==> config.mk <==
export PLATFORM = sky130hd
export DESIGN_NAME = i2cRegPort
export DESIGN_NICKNAME = d
export VERILOG_FILES = /design/src/rtl/i2cRegPkg.sv /design/src/rtl/i2cLineSync.sv /design/src/rtl/i2cTargetCtrl.sv /design/src/rtl/i2cTargetData.sv /design/src/rtl/i2cRegPort.sv
export SDC_FILE = /design/constraint.sdc
export NUM_CORES = 1
export LEC_CHECK = 0
export ABC_AREA = 1
export BUFFER_PORTS_ARGS = -buffer_cell sky130_fd_sc_hd__buf_2
export CORE_UTILIZATION = 62
export CTS_BUF_LIST = sky130_fd_sc_hd__clkbuf_8
export CTS_CLUSTER_DIAMETER = 30
export DETAILED_ROUTE_END_ITERATION = 12
export PLACE_DENSITY = 0.85
export SYNTH_ARGS = -nofsm -noshare
export SYNTH_HDL_FRONTEND = slang
export SYNTH_HIERARCHICAL = 1
export SYNTH_SLANG_ARGS = --single-unit
==> constraint.sdc <==
create_clock -name clk -period 3.8 [get_ports clk]
set_clock_uncertainty 0.2 [all_clocks]
set_input_delay 0 -clock clk [delete_from_list [all_inputs] [get_ports clk]]
set_output_delay 0 -clock clk [all_outputs]
set_load 0.05 [all_outputs]
==> src/rtl/i2cRegPkg.sv <==
package i2cRegPkg;

  typedef enum logic [2:0] {
    ST_IDLE,
    ST_RX_ADDR,
    ST_RX_MAP,
    ST_RX_DATA,
    ST_ACK,
    ST_TX,
    ST_HOST_ACK,
    ST_IGNORE
  } tgtState_e;

  // Strobes from the control FSM into the datapath, one cycle each
  typedef struct packed {
    logic shiftIn;     // capture sampled SDA into receive shifter
    logic loadMap;     // received byte becomes the pointer byte
    logic writeReg;    // received byte goes to the selected register
    logic loadTx;      // fetch the selected register into transmit shifter
    logic shiftTx;     // present the next transmit bit
    logic advancePtr;  // step pointer if increment flag set
  } dpStrobes_t;

endpackage

==> src/rtl/i2cLineSync.sv <==
module i2cLineSync #(
  parameter int STAGES = 2
) (
  input  logic clk,
  input  logic rstN,
  input  logic scl,
  input  logic sdaIn,
  output logic sdaS,
  output logic sclRise,
  output logic sclFall,
  output logic startDet,
  output logic stopDet
);

  logic [STAGES-1:0] sclChain;
  logic [STAGES-1:0] sdaChain;
  logic sclPrev;
  logic sdaPrev;
  logic sclS;

  generate
    if (STAGES == 1) begin : gSingle
      always_ff @(posedge clk or negedge rstN) begin
        if (!rstN) begin
          sclChain <= '1;
          sdaChain <= '1;
        end else begin
          sclChain <= scl;
          sdaChain <= sdaIn;
        end
      end
    end else begin : gMulti
      always_ff @(posedge clk or negedge rstN) begin
        if (!rstN) begin
          sclChain <= '1;
          sdaChain <= '1;
        end else begin
          sclChain <= {sclChain[STAGES-2:0], scl};
          sdaChain <= {sdaChain[STAGES-2:0], sdaIn};
        end
      end
    end
  endgenerate

  assign sclS = sclChain[STAGES-1];
  assign sdaS = sdaChain[STAGES-1];

  always_ff @(posedge clk or negedge rstN) begin
    if (!rstN) begin
      sclPrev <= 1'b1;
      sdaPrev <= 1'b1;
    end else begin
      sclPrev <= sclS;
      sdaPrev <= sdaS;
    end
  end

  assign sclRise  = sclS & ~sclPrev;
  assign sclFall  = ~sclS & sclPrev;
  assign startDet = sclS & sclPrev & sdaPrev & ~sdaS;
  assign stopDet  = sclS & sclPrev & ~sdaPrev & sdaS;

endmodule

==> src/rtl/i2cTargetCtrl.sv <==
module i2cTargetCtrl
  import i2cRegPkg::*;
#(
  parameter logic [5:0] ADDR_HI = 6'b100111
) (
  input  logic       clk,
  input  logic       rstN,
  input  logic       sclRise,
  input  logic       sclFall,
  input  logic       startDet,
  input  logic       stopDet,
  input  logic       sdaS,
  input  logic       addrStrap,
  input  logic [7:0] rxByte,
  input  logic       txBit,
  output dpStrobes_t stb,
  output logic       sdaOe
);

  tgtState_e state;
  tgtState_e afterAck;
  logic [2:0] bitCnt;
  logic       byteFull;
  logic       hostNack;
  logic       addrHit;
  logic       quiet;
  logic       rxPhase;
  logic       byteDone;

  assign addrHit  = (rxByte[7:1] == {ADDR_HI, addrStrap});
  assign quiet    = ~startDet & ~stopDet;
  assign rxPhase  = (state == ST_RX_ADDR) | (state == ST_RX_MAP) | (state == ST_RX_DATA);
  assign byteDone = rxPhase & sclFall & byteFull & quiet;

  always_ff @(posedge clk or negedge rstN) begin
    if (!rstN) begin
      state    <= ST_IDLE;
      afterAck <= ST_IDLE;
      bitCnt   <= '0;
      byteFull <= 1'b0;
      hostNack <= 1'b0;
    end else if (stopDet) begin
      state    <= ST_IDLE;
      byteFull <= 1'b0;
    end else if (startDet) begin
      state    <= ST_RX_ADDR;
      bitCnt   <= '0;
      byteFull <= 1'b0;
    end else begin
      case (state)
        ST_RX_ADDR, ST_RX_MAP, ST_RX_DATA: begin
          if (sclRise) begin
            byteFull <= (bitCnt == 3'd7);
            bitCnt   <= bitCnt + 3'd1;
          end else if (sclFall && byteFull) begin
            byteFull <= 1'b0;
            if (state == ST_RX_ADDR) begin
              if (addrHit) begin
                state    <= ST_ACK;
                afterAck <= rxByte[0] ? ST_TX : ST_RX_MAP;
              end else begin
                state <= ST_IGNORE;
              end
            end else begin
              state    <= ST_ACK;
              afterAck <= ST_RX_DATA;
            end
          end
        end
        ST_ACK: begin
          if (sclFall) begin
            state  <= afterAck;
            bitCnt <= '0;
          end
        end
        ST_TX: begin
          if (sclFall) begin
            if (bitCnt == 3'd7) begin
              state  <= ST_HOST_ACK;
              bitCnt <= '0;
            end else begin
              bitCnt <= bitCnt + 3'd1;
            end
          end
        end
        ST_HOST_ACK: begin
          if (sclRise) begin
            hostNack <= sdaS;
          end else if (sclFall) begin
            state <= hostNack ? ST_IGNORE : ST_TX;
          end
        end
        default: ;
      endcase
    end
  end

  always_comb begin
    stb            = '0;
    stb.shiftIn    = rxPhase & sclRise & quiet;
    stb.loadMap    = byteDone & (state == ST_RX_MAP);
    stb.writeReg   = byteDone & (state == ST_RX_DATA);
    stb.loadTx     = quiet & sclFall &
                     (((state == ST_ACK) & (afterAck == ST_TX)) |
                      ((state == ST_HOST_ACK) & ~hostNack));
    stb.shiftTx    = quiet & sclFall & (state == ST_TX) & (bitCnt != 3'd7);
    stb.advancePtr = stb.writeReg | stb.loadTx;
  end

  assign sdaOe = (state == ST_ACK) | ((state == ST_TX) & ~txBit);

endmodule

==> src/rtl/i2cTargetData.sv <==
module i2cTargetData
  import i2cRegPkg::*;
#(
  parameter int NUM_REGS = 8
) (
  input  logic                  clk,
  input  logic                  rstN,
  input  dpStrobes_t            stb,
  input  logic                  sdaS,
  output logic [7:0]            rxByte,
  output logic                  txBit,
  output logic [NUM_REGS*8-1:0] regBank
);

  localparam int IDX_W = (NUM_REGS > 1) ? $clog2(NUM_REGS) : 1;
  localparam logic [6:0] LAST_IDX = 7'(NUM_REGS - 1);

  logic [7:0] rxShift;
  logic [7:0] txShift;
  logic       incFlag;
  logic [6:0] ptr;
  logic       inRange;
  logic [6:0] nextPtr;
  logic [7:0] rdData;
  logic [7:0] regs [NUM_REGS];

  assign inRange = (ptr <= LAST_IDX);
  assign nextPtr = (ptr == LAST_IDX) ? 7'd0 : ptr + 7'd1;
  assign rdData  = inRange ? regs[ptr[IDX_W-1:0]] : 8'h00;

  always_ff @(posedge clk or negedge rstN) begin
    if (!rstN) begin
      rxShift <= '0;
      txShift <= '1;
      incFlag <= 1'b0;
      ptr     <= '0;
    end else begin
      if (stb.shiftIn) rxShift <= {rxShift[6:0], sdaS};
      if (stb.loadTx) txShift <= rdData;
      else if (stb.shiftTx) txShift <= {txShift[6:0], 1'b1};
      if (stb.loadMap) begin
        incFlag <= rxShift[7];
        ptr     <= rxShift[6:0];
      end else if (stb.advancePtr && incFlag) begin
        ptr <= nextPtr;
      end
    end
  end

  generate
    for (genvar i = 0; i < NUM_REGS; i++) begin : gReg
      always_ff @(posedge clk or negedge rstN) begin
        if (!rstN) regs[i] <= '0;
        else if (stb.writeReg && inRange && (ptr[IDX_W-1:0] == IDX_W'(i)))
          regs[i] <= rxShift;
      end
      assign regBank[i*8 +: 8] = regs[i];
    end
  endgenerate

  assign rxByte = rxShift;
  assign txBit  = txShift[7];

endmodule

==> src/rtl/i2cRegPort.sv <==
module i2cRegPort
  import i2cRegPkg::*;
#(
  parameter int         NUM_REGS    = 8,
  parameter int         SYNC_STAGES = 2,
  parameter logic [5:0] ADDR_HI     = 6'b100111
) (
  input  logic                  clk,
  input  logic                  rstN,
  input  logic                  scl,
  input  logic                  sdaIn,
  input  logic                  addrStrap,
  output logic                  sdaOe,
  output logic [NUM_REGS*8-1:0] regBank
);

  logic       sdaS;
  logic       sclRise;
  logic       sclFall;
  logic       startDet;
  logic       stopDet;
  logic [7:0] rxByte;
  logic       txBit;
  dpStrobes_t stb;

  i2cLineSync #(.STAGES(SYNC_STAGES)) uSync (
    .clk(clk), .rstN(rstN), .scl(scl), .sdaIn(sdaIn),
    .sdaS(sdaS), .sclRise(sclRise), .sclFall(sclFall),
    .startDet(startDet), .stopDet(stopDet)
  );

  i2cTargetCtrl #(.ADDR_HI(ADDR_HI)) uCtrl (
    .clk(clk), .rstN(rstN), .sclRise(sclRise), .sclFall(sclFall),
    .startDet(startDet), .stopDet(stopDet), .sdaS(sdaS),
    .addrStrap(addrStrap), .rxByte(rxByte), .txBit(txBit),
    .stb(stb), .sdaOe(sdaOe)
  );

  i2cTargetData #(.NUM_REGS(NUM_REGS)) uData (
    .clk(clk), .rstN(rstN), .stb(stb), .sdaS(sdaS),
    .rxByte(rxByte), .txBit(txBit), .regBank(regBank)
  );

endmodule

==> impl_metrics.py, run 1 <==
metrics = {
    "placed_design": {
        "place_area_um2": 5719,
        "routabilityCongestion": 0.8745,
        "io_buffers": 69,
        "hpwl_mm": 9.072,
        "dp.cells": 818,
    },
    "global_routing": {
        "antenna_found_initial": 0,
        "grt-ovfl-total": 0,
        "grt_pass1_vias": 4331,
        "grt_max_degree": 85,
        "gr-usage-all-layers_pct": 30.37,
        "grt_pass1_wl_mm": 20.76,
    },
    "floorplan": {
        "floorplan.initialDensity_pct": 64.77,
        "num_rows": 33,
        "coreArea_um2": 8299,
        "ios": 70,
        "fp.dieW_um": 95.11,
        "dieArea_um2": 9046,
        "die_h_um": 95.11,
    },
    "layout": {
        "layout_common_cells": "nand2_1, dfrtp_1, buf_2",
        "mostFrequentLayoutCell": "nand2_1",
        "layout-drive-gt1-share_pct": 20.33,
        "finalNonFillerCells": 838,
        "layout.nets": 741,
        "area_delta_synth_final_pct": 10.61,
        "stdcell_area_um2": 5946,
        "diodes": 0,
    },
    "synth": {
        "ys_warn_count": 6,
        "yosysSeqAreaShare_pct": 49.21,
        "syn-instance-count": 664,
        "ys_types": 36,
        "netlist_area_um2": 5375,
        "avgSynthCellArea_um2": 8.095,
        "syn_nets": 677,
        "ys_ff_latch": 105,
    },
    "sta": {
        "setup_violations": 0,
        "period_share_pct": 70.86,
        "timing.final.crit_period_ns": 2.693,
        "timing.slew.headroom_pct": 31.13,
        "tightest_slew_ns": 1.033,
        "tns_ns": 0,
        "drv_slew": 0,
        "fmax_mhz": 371.4,
        "rsz0062_at_grt": "no",
        "hold_violations": 0,
    },
    "run": {
        "cap_violations": 0,
    },
    "drt": {
        "wl_per_cell_um": 15.36,
        "vias": 4738,
        "vias_per_cell": 5.654,
        "routed_wl_mm": 12.87,
        "dr.first_iter.drc_count": 302,
        "ant_nets": 0,
        "drtPass1Iterations": 4,
        "drc_errors": 0,
    },
    "worst_setup_path": {
        "critical_path_depth": 11,
        "critical_path_class": "reg2reg",
        "cp_num_buf_inv": 3,
        "crit_family": "simple AND/OR/NAND/NOR gates",
        "path_max_fanout": 10,
        "cp_slowest_cell": "nor3_1",
        "crit_top_cell": "nand2_1",
        "start_kind": "flip-flop",
        "worstPathRequired_ns": 3.85,
        "crit_path_end_kind": "flip-flop",
        "worstPathCellList": "inv_1, nand2_1, nor2_1, nor2_4, nand2_1, nor3_1, inv_1, nand2_1, inv_1, nand2_1, nand3_1",
        "cpPeakStageDelay_ns": 0.67,
        "worstPathArrival_ns": 2.74,
        "rr_worst_depth": 11,
    },
    "clocking": {
        "cts_resized": 0,
        "cts_buffers": 9,
        "cts_tree": "built",
        "clock-sinks": 105,
        "cts_buffer_depth": 2,
        "clk_latency_ns": 0.37,
        "cts_root_buffer": "clkbuf_8",
        "clkTransAtPathRegs_ns": 0.10,
        "h-tree-depth": 3,
    },
    "power": {
        "leakage_nw": 2.929,
        "ir_drop_uv": 254.7,
        "powerDensity_nw_per_um2": 446.4,
    },
    "worst_hold_path": {
        "hold-path-cell-count": 2,
        "min_path_type": "in2reg",
    },
    "run_status": {
        "status": "finished, final reports clean",
    },
}
==> per-stage QoR <==
stage / total power [mW] / worst slack [ns] / hold WS [ns] / util (%)
floorplan: 1.812 / 1.550 / -0.4956 / -
global placement: 1.975 / 1.280 / -0.09520 / 68.91
global route: 2.787 / 0.7205 / 0.07557 / 71.64
finish: 2.654 / 1.107 / 0.06222 / 71.64
detailed placement: 2.009 / 1.154 / -0.09392 / 68.91
CTS: 2.654 / 1.109 / 0.05586 / 71.64
==> metal layers <==
metal	vias up	track usage, %	share of wire (%)
li1	2254	-	-
met1	2255	43.38	44
met2	197	47.14	47
met3	32	3.748	6.4
met4	0	12.37	2.3
met5	-	0	0
==> Yosys cell counts (all sizes together) <==
cell / count / area [um2]
nand4: 1 / 6.260
buf: 18 / 142.6
dfrtp: 91 / 2277
a21o: 1 / 7.510
nand3: 64 / 420.4
dfstp: 14 / 367.9
nor2: 40 / 196.4
inv: 57 / 214.0
a211oi: 1 / 7.510
nand3b: 1 / 7.510
o21ai: 92 / 494.2
ha: 8 / 100.1
xor2: 1 / 8.760
or2: 4 / 25.03
o22ai: 1 / 6.260
o211ai: 1 / 7.510
and2: 1 / 6.260
a21oi: 9 / 45.04
nor3: 7 / 46.30
nand2: 245 / 957.2
xnor2: 1 / 8.760
clkbuf: 6 / 22.52
==> final timing paths <==
| check | slack (ns) | to | from |
|---|---|---|---|
| worst max-delay path | 1.11 | uData/ptr[5]$_DFFE_PN0P_ | uSync/sdaChain[1]$_DFF_PN1_ |
| worst min-delay path | 0.06 | uSync/sdaChain[0]$_DFF_PN1_ | sdaIn |
| worst max register to register | 1.11 | uData/ptr[5]$_DFFE_PN0P_ | uSync/sdaChain[1]$_DFF_PN1_ |
| worst min register to register | 0.16 | uSync/sclChain[1]$_DFF_PN1_ | uSync/sclChain[0]$_DFF_PN1_ |
| max in group asynchronous | 2.28 | uData/txShift[5]$_DFFE_PN1P_ | rstN |
| min in group asynchronous | 0.12 | uData/regBank[19]$_DFFE_PN0P_ | rstN |
==> power by group <==
group	total [mW]	switching [mW]	leakage [nW]	internal [mW]
clock network	0.651	0.389	0.0855	0.262
logic	0.640	0.467	1.44	0.173
registers	1.36	0.107	1.41	1.26
==> area by class of cell <==
| cell class | instances | area, um2 |
|---|---|---|
| clock inverters | 6 | 48.80 |
| well taps | 105 | 131.4 |
| fillers | 636 | 2354 |
| multi-input cells | 478 | 2351 |
| flip-flops and latches | 105 | 2645 |
| repair buffers | 77 | 417.9 |
| inverters | 57 | 214.0 |
| clock buffers | 10 | 137.6 |
==> what timing repair did <==
| item | in CTS | in global routing |
|---|---|---|
| hold buffers | 4 | 0 |
| hold endpoints to repair | 80 | 0 |
| setup buffers | 0 | 0 |
==> sequential cells by signal (all words and copies together), names as in the netlist, 2 cells and up <==
signal and cells:
uSync/sdaChain 2, uData/regBank 64, uCtrl/afterAck 3, uCtrl/state 3, uData/ptr 7, uData/txShift 8
uData/rxByte 8, uSync/sclChain 2, uCtrl/bitCnt 3
==> logic make-up after synthesis <==
| group | synth area share (%) |
|---|---|
| AOI/OAI and AO/OA | 10.57 |
| xor gates and xnor gates | 0.3259 |
| adders and majority gates | 1.862 |
| buffers and inverters | 7.053 |
| DFF | 49.21 |
| and+or+nand+nor | 30.98 |
==> worst reg2reg max path, delay by kind of cell, from the launching register on <==
kind	cells	cell delay (ns)
buffers and inverters	3	0.36
DFF	1	0.58
and+or+nand+nor	8	1.43
(Power assumes the default switching activity.)
==> inputs of run 2 (changes only) <==
- CORE_UTILIZATION: 62 -> 60
- PLACE_DENSITY: 0.85 -> 0.82
- clock period: 3.8 -> 2.8 ns (I/O delays scaled with it)
==> run 2 against run 1 <==
Sequential power grew 36%. Via count grew 0.40%. Sequential share of layout area down 0.52 points. Critical endpoint is now uData/regBank[13]$_DFFE_PN0P_. Clock power grew 37%. Routed wire length increased by 3.1%.
==> impl_metrics.py, run 2 (synthesized netlist as in run 1, its figures left out) <==
metrics = {
    "run_status": {
        "status": "finished, final reports clean",
    },
    "drt": {
        "dr.first_iter.drc_count": 249,
        "drc_errors": 0,
        "vias": 4757,
        "ant_nets": 0,
        "drtPass1Iterations": 5,
        "vias_per_cell": 5.616,
        "wl_per_cell_um": 15.67,
        "routed_wl_mm": 13.27,
    },
    "clocking": {
        "clock-sinks": 105,
        "cts_root_buffer": "clkbuf_8",
        "cts_buffers": 9,
        "cts_tree": "built",
        "cts_buffer_depth": 2,
        "cts_setup_buffers": 0,
        "h-tree-depth": 3,
        "clk_latency_ns": 0.37,
        "clkTransAtPathRegs_ns": 0.10,
    },
    "sta": {
        "tightest_slew_ns": 0.6633,
        "setup_violations": 0,
        "hold_violations": 0,
        "tns_ns": 0,
        "timing.slew.headroom_pct": 55.78,
        "timing.final.crit_period_ns": 2.550,
        "rsz0062_at_grt": "no",
        "fmax_mhz": 392.1,
        "drv_slew": 0,
        "period_share_pct": 91.09,
        "hold_slack_ns": 0.01895,
    },
    "floorplan": {
        "num_rows": 34,
        "dieArea_um2": 9341,
        "coreArea_um2": 8678,
        "ios": 70,
        "fp.dieW_um": 96.65,
        "floorplan.initialDensity_pct": 61.94,
        "die_h_um": 96.65,
    },
    "global_routing": {
        "grt-ovfl-total": 0,
        "grt_pass1_vias": 4544,
        "antenna_found_initial": 0,
        "gr-usage-all-layers_pct": 29.50,
        "grt_max_degree": 52,
        "grt_pass1_wl_mm": 22.10,
    },
    "placed_design": {
        "io_buffers": 69,
        "hpwl_mm": 9.443,
        "routabilityCongestion": 0.9493,
    },
    "power": {
        "powerDensity_nw_per_um2": 601.6,
        "leakage_nw": 2.978,
        "ir_drop_uv": 440.0,
    },
    "layout": {
        "layout_common_cells": "nand2_1, dfrtp_1, buf_2",
        "fillerInstances": 731,
        "diodes": 0,
        "largest_reg_flops": 64,
        "layout.nets": 747,
        "area_delta_synth_final_pct": 11.92,
        "layout-drive-gt1-share_pct": 20.97,
        "mostFrequentLayoutCell": "nand2_1",
    },
    "worst_setup_path": {
        "start_kind": "flip-flop",
        "crit_top_cell": "nand2_1",
        "reg2reg_to": "uData/regBank[13]$_DFFE_PN0P_",
        "rr_worst_depth": 11,
        "critical_path_class": "reg2reg",
        "cp_slowest_cell": "dfstp_2",
        "worstPathArrival_ns": 2.58,
        "crit_path_end_kind": "flip-flop",
        "regToRegSetupSlack_ns": 0.25,
        "worstPathRequired_ns": 2.83,
        "worstPathCellList": "inv_1, nand2_1, nor2_1, nor2_4, nand2_1, nor3_1, inv_1, nor2_8, nand3_4, nand2_1, o21ai_1",
        "path_max_fanout": 16,
        "cpPeakStageDelay_ns": 0.58,
        "r2r-start": "uSync/sdaChain[1]$_DFF_PN1_",
    },
    "worst_hold_path": {
        "min_path_type": "in2async",
    },
    "run": {
        "cap_violations": 0,
    },
}
run 2: metal layers:
metal  vias up  part of all wire, %  GRT usage, %  routed length (um)
li1       2277                    -             -                   -
met1      2268                   44         42.77                5823
met2       186                   47         45.56                6214
met3        26                  7.2         4.624                 950
met4         0                  2.2         9.989                 286
met5         -                    0             0                   0
run 2: cell type report:
class	instances	area, um2	share of cell area, %
sequential	105	2645	43.97
tap	108	135.1	2.246
timing repair buffer	83	475.5	7.903
multi-input combinational	478	2356	39.16
clock inverter	7	66.31	1.102
clock buffer	9	123.9	2.059
inverter	57	214.0	3.557
run 2: worst max-delay path by stage:
| stage | depth (start not counted) | to | slack [ns] | start |
|---|---|---|---|---|
| after floorplan | 12 | uData/regBank[46]$_DFFE_PN0P_ | 0.55 | uSync/sdaChain[1]$_DFF_PN1_ |
| after global placement | 11 | uData/ptr[4]$_DFFE_PN0P_ | 0.27 | uSync/sdaChain[1]$_DFF_PN1_ |
| after detailed placement | 11 | uData/ptr[4]$_DFFE_PN0P_ | 0.10 | uSync/sdaChain[1]$_DFF_PN1_ |
| after CTS | 11 | uData/ptr[4]$_DFFE_PN0P_ | 0.08 | uSync/sdaChain[1]$_DFF_PN1_ |
| after global routing | 11 | uData/regBank[20]$_DFFE_PN0P_ | 0.05 | uSync/sdaChain[1]$_DFF_PN1_ |
| final | 11 | uData/regBank[13]$_DFFE_PN0P_ | 0.25 | uSync/sdaChain[1]$_DFF_PN1_ |
run 2: where the power goes:
group	switching, mW	total [mW]	internal [mW]
registers	0.144	1.85	1.70
logic	0.641	0.881	0.240
clock network	0.548	0.891	0.342
run 2: through the flow:
step | cell area (um2) | power [mW] | setup WS, ns | instances | util [%]
floorplan | 5375 | 2.460 | 0.5497 | 664 | -
global placement | 5781 | 2.695 | 0.2689 | 827 | 66.61
detailed placement | 5781 | 2.739 | 0.1017 | 827 | 66.61
CTS | 6011 | 3.627 | 0.08224 | 847 | 69.26
global route | 6016 | 3.819 | 0.05368 | 847 | 69.32
finish | 6016 | 3.619 | 0.2495 | 847 | 69.32
run 2: repair_timing:
| action | in CTS | in global routing |
|---|---|---|
| endpoints found under the setup margin | 0 | 7 |
| resized for setup | 0 | 1 |
| hold buffers | 4 | 0 |
| hold endpoints to repair | 108 | 0 |
run 2: worst max-delay path: cells and delay by family, from the launching register on:
kind,cells,cell delay (ns)
AOI/OAI and AO/OA,1,0.08
and+or+nand+nor,8,1.37
DFF,1,0.58
buffers and inverters,2,0.19
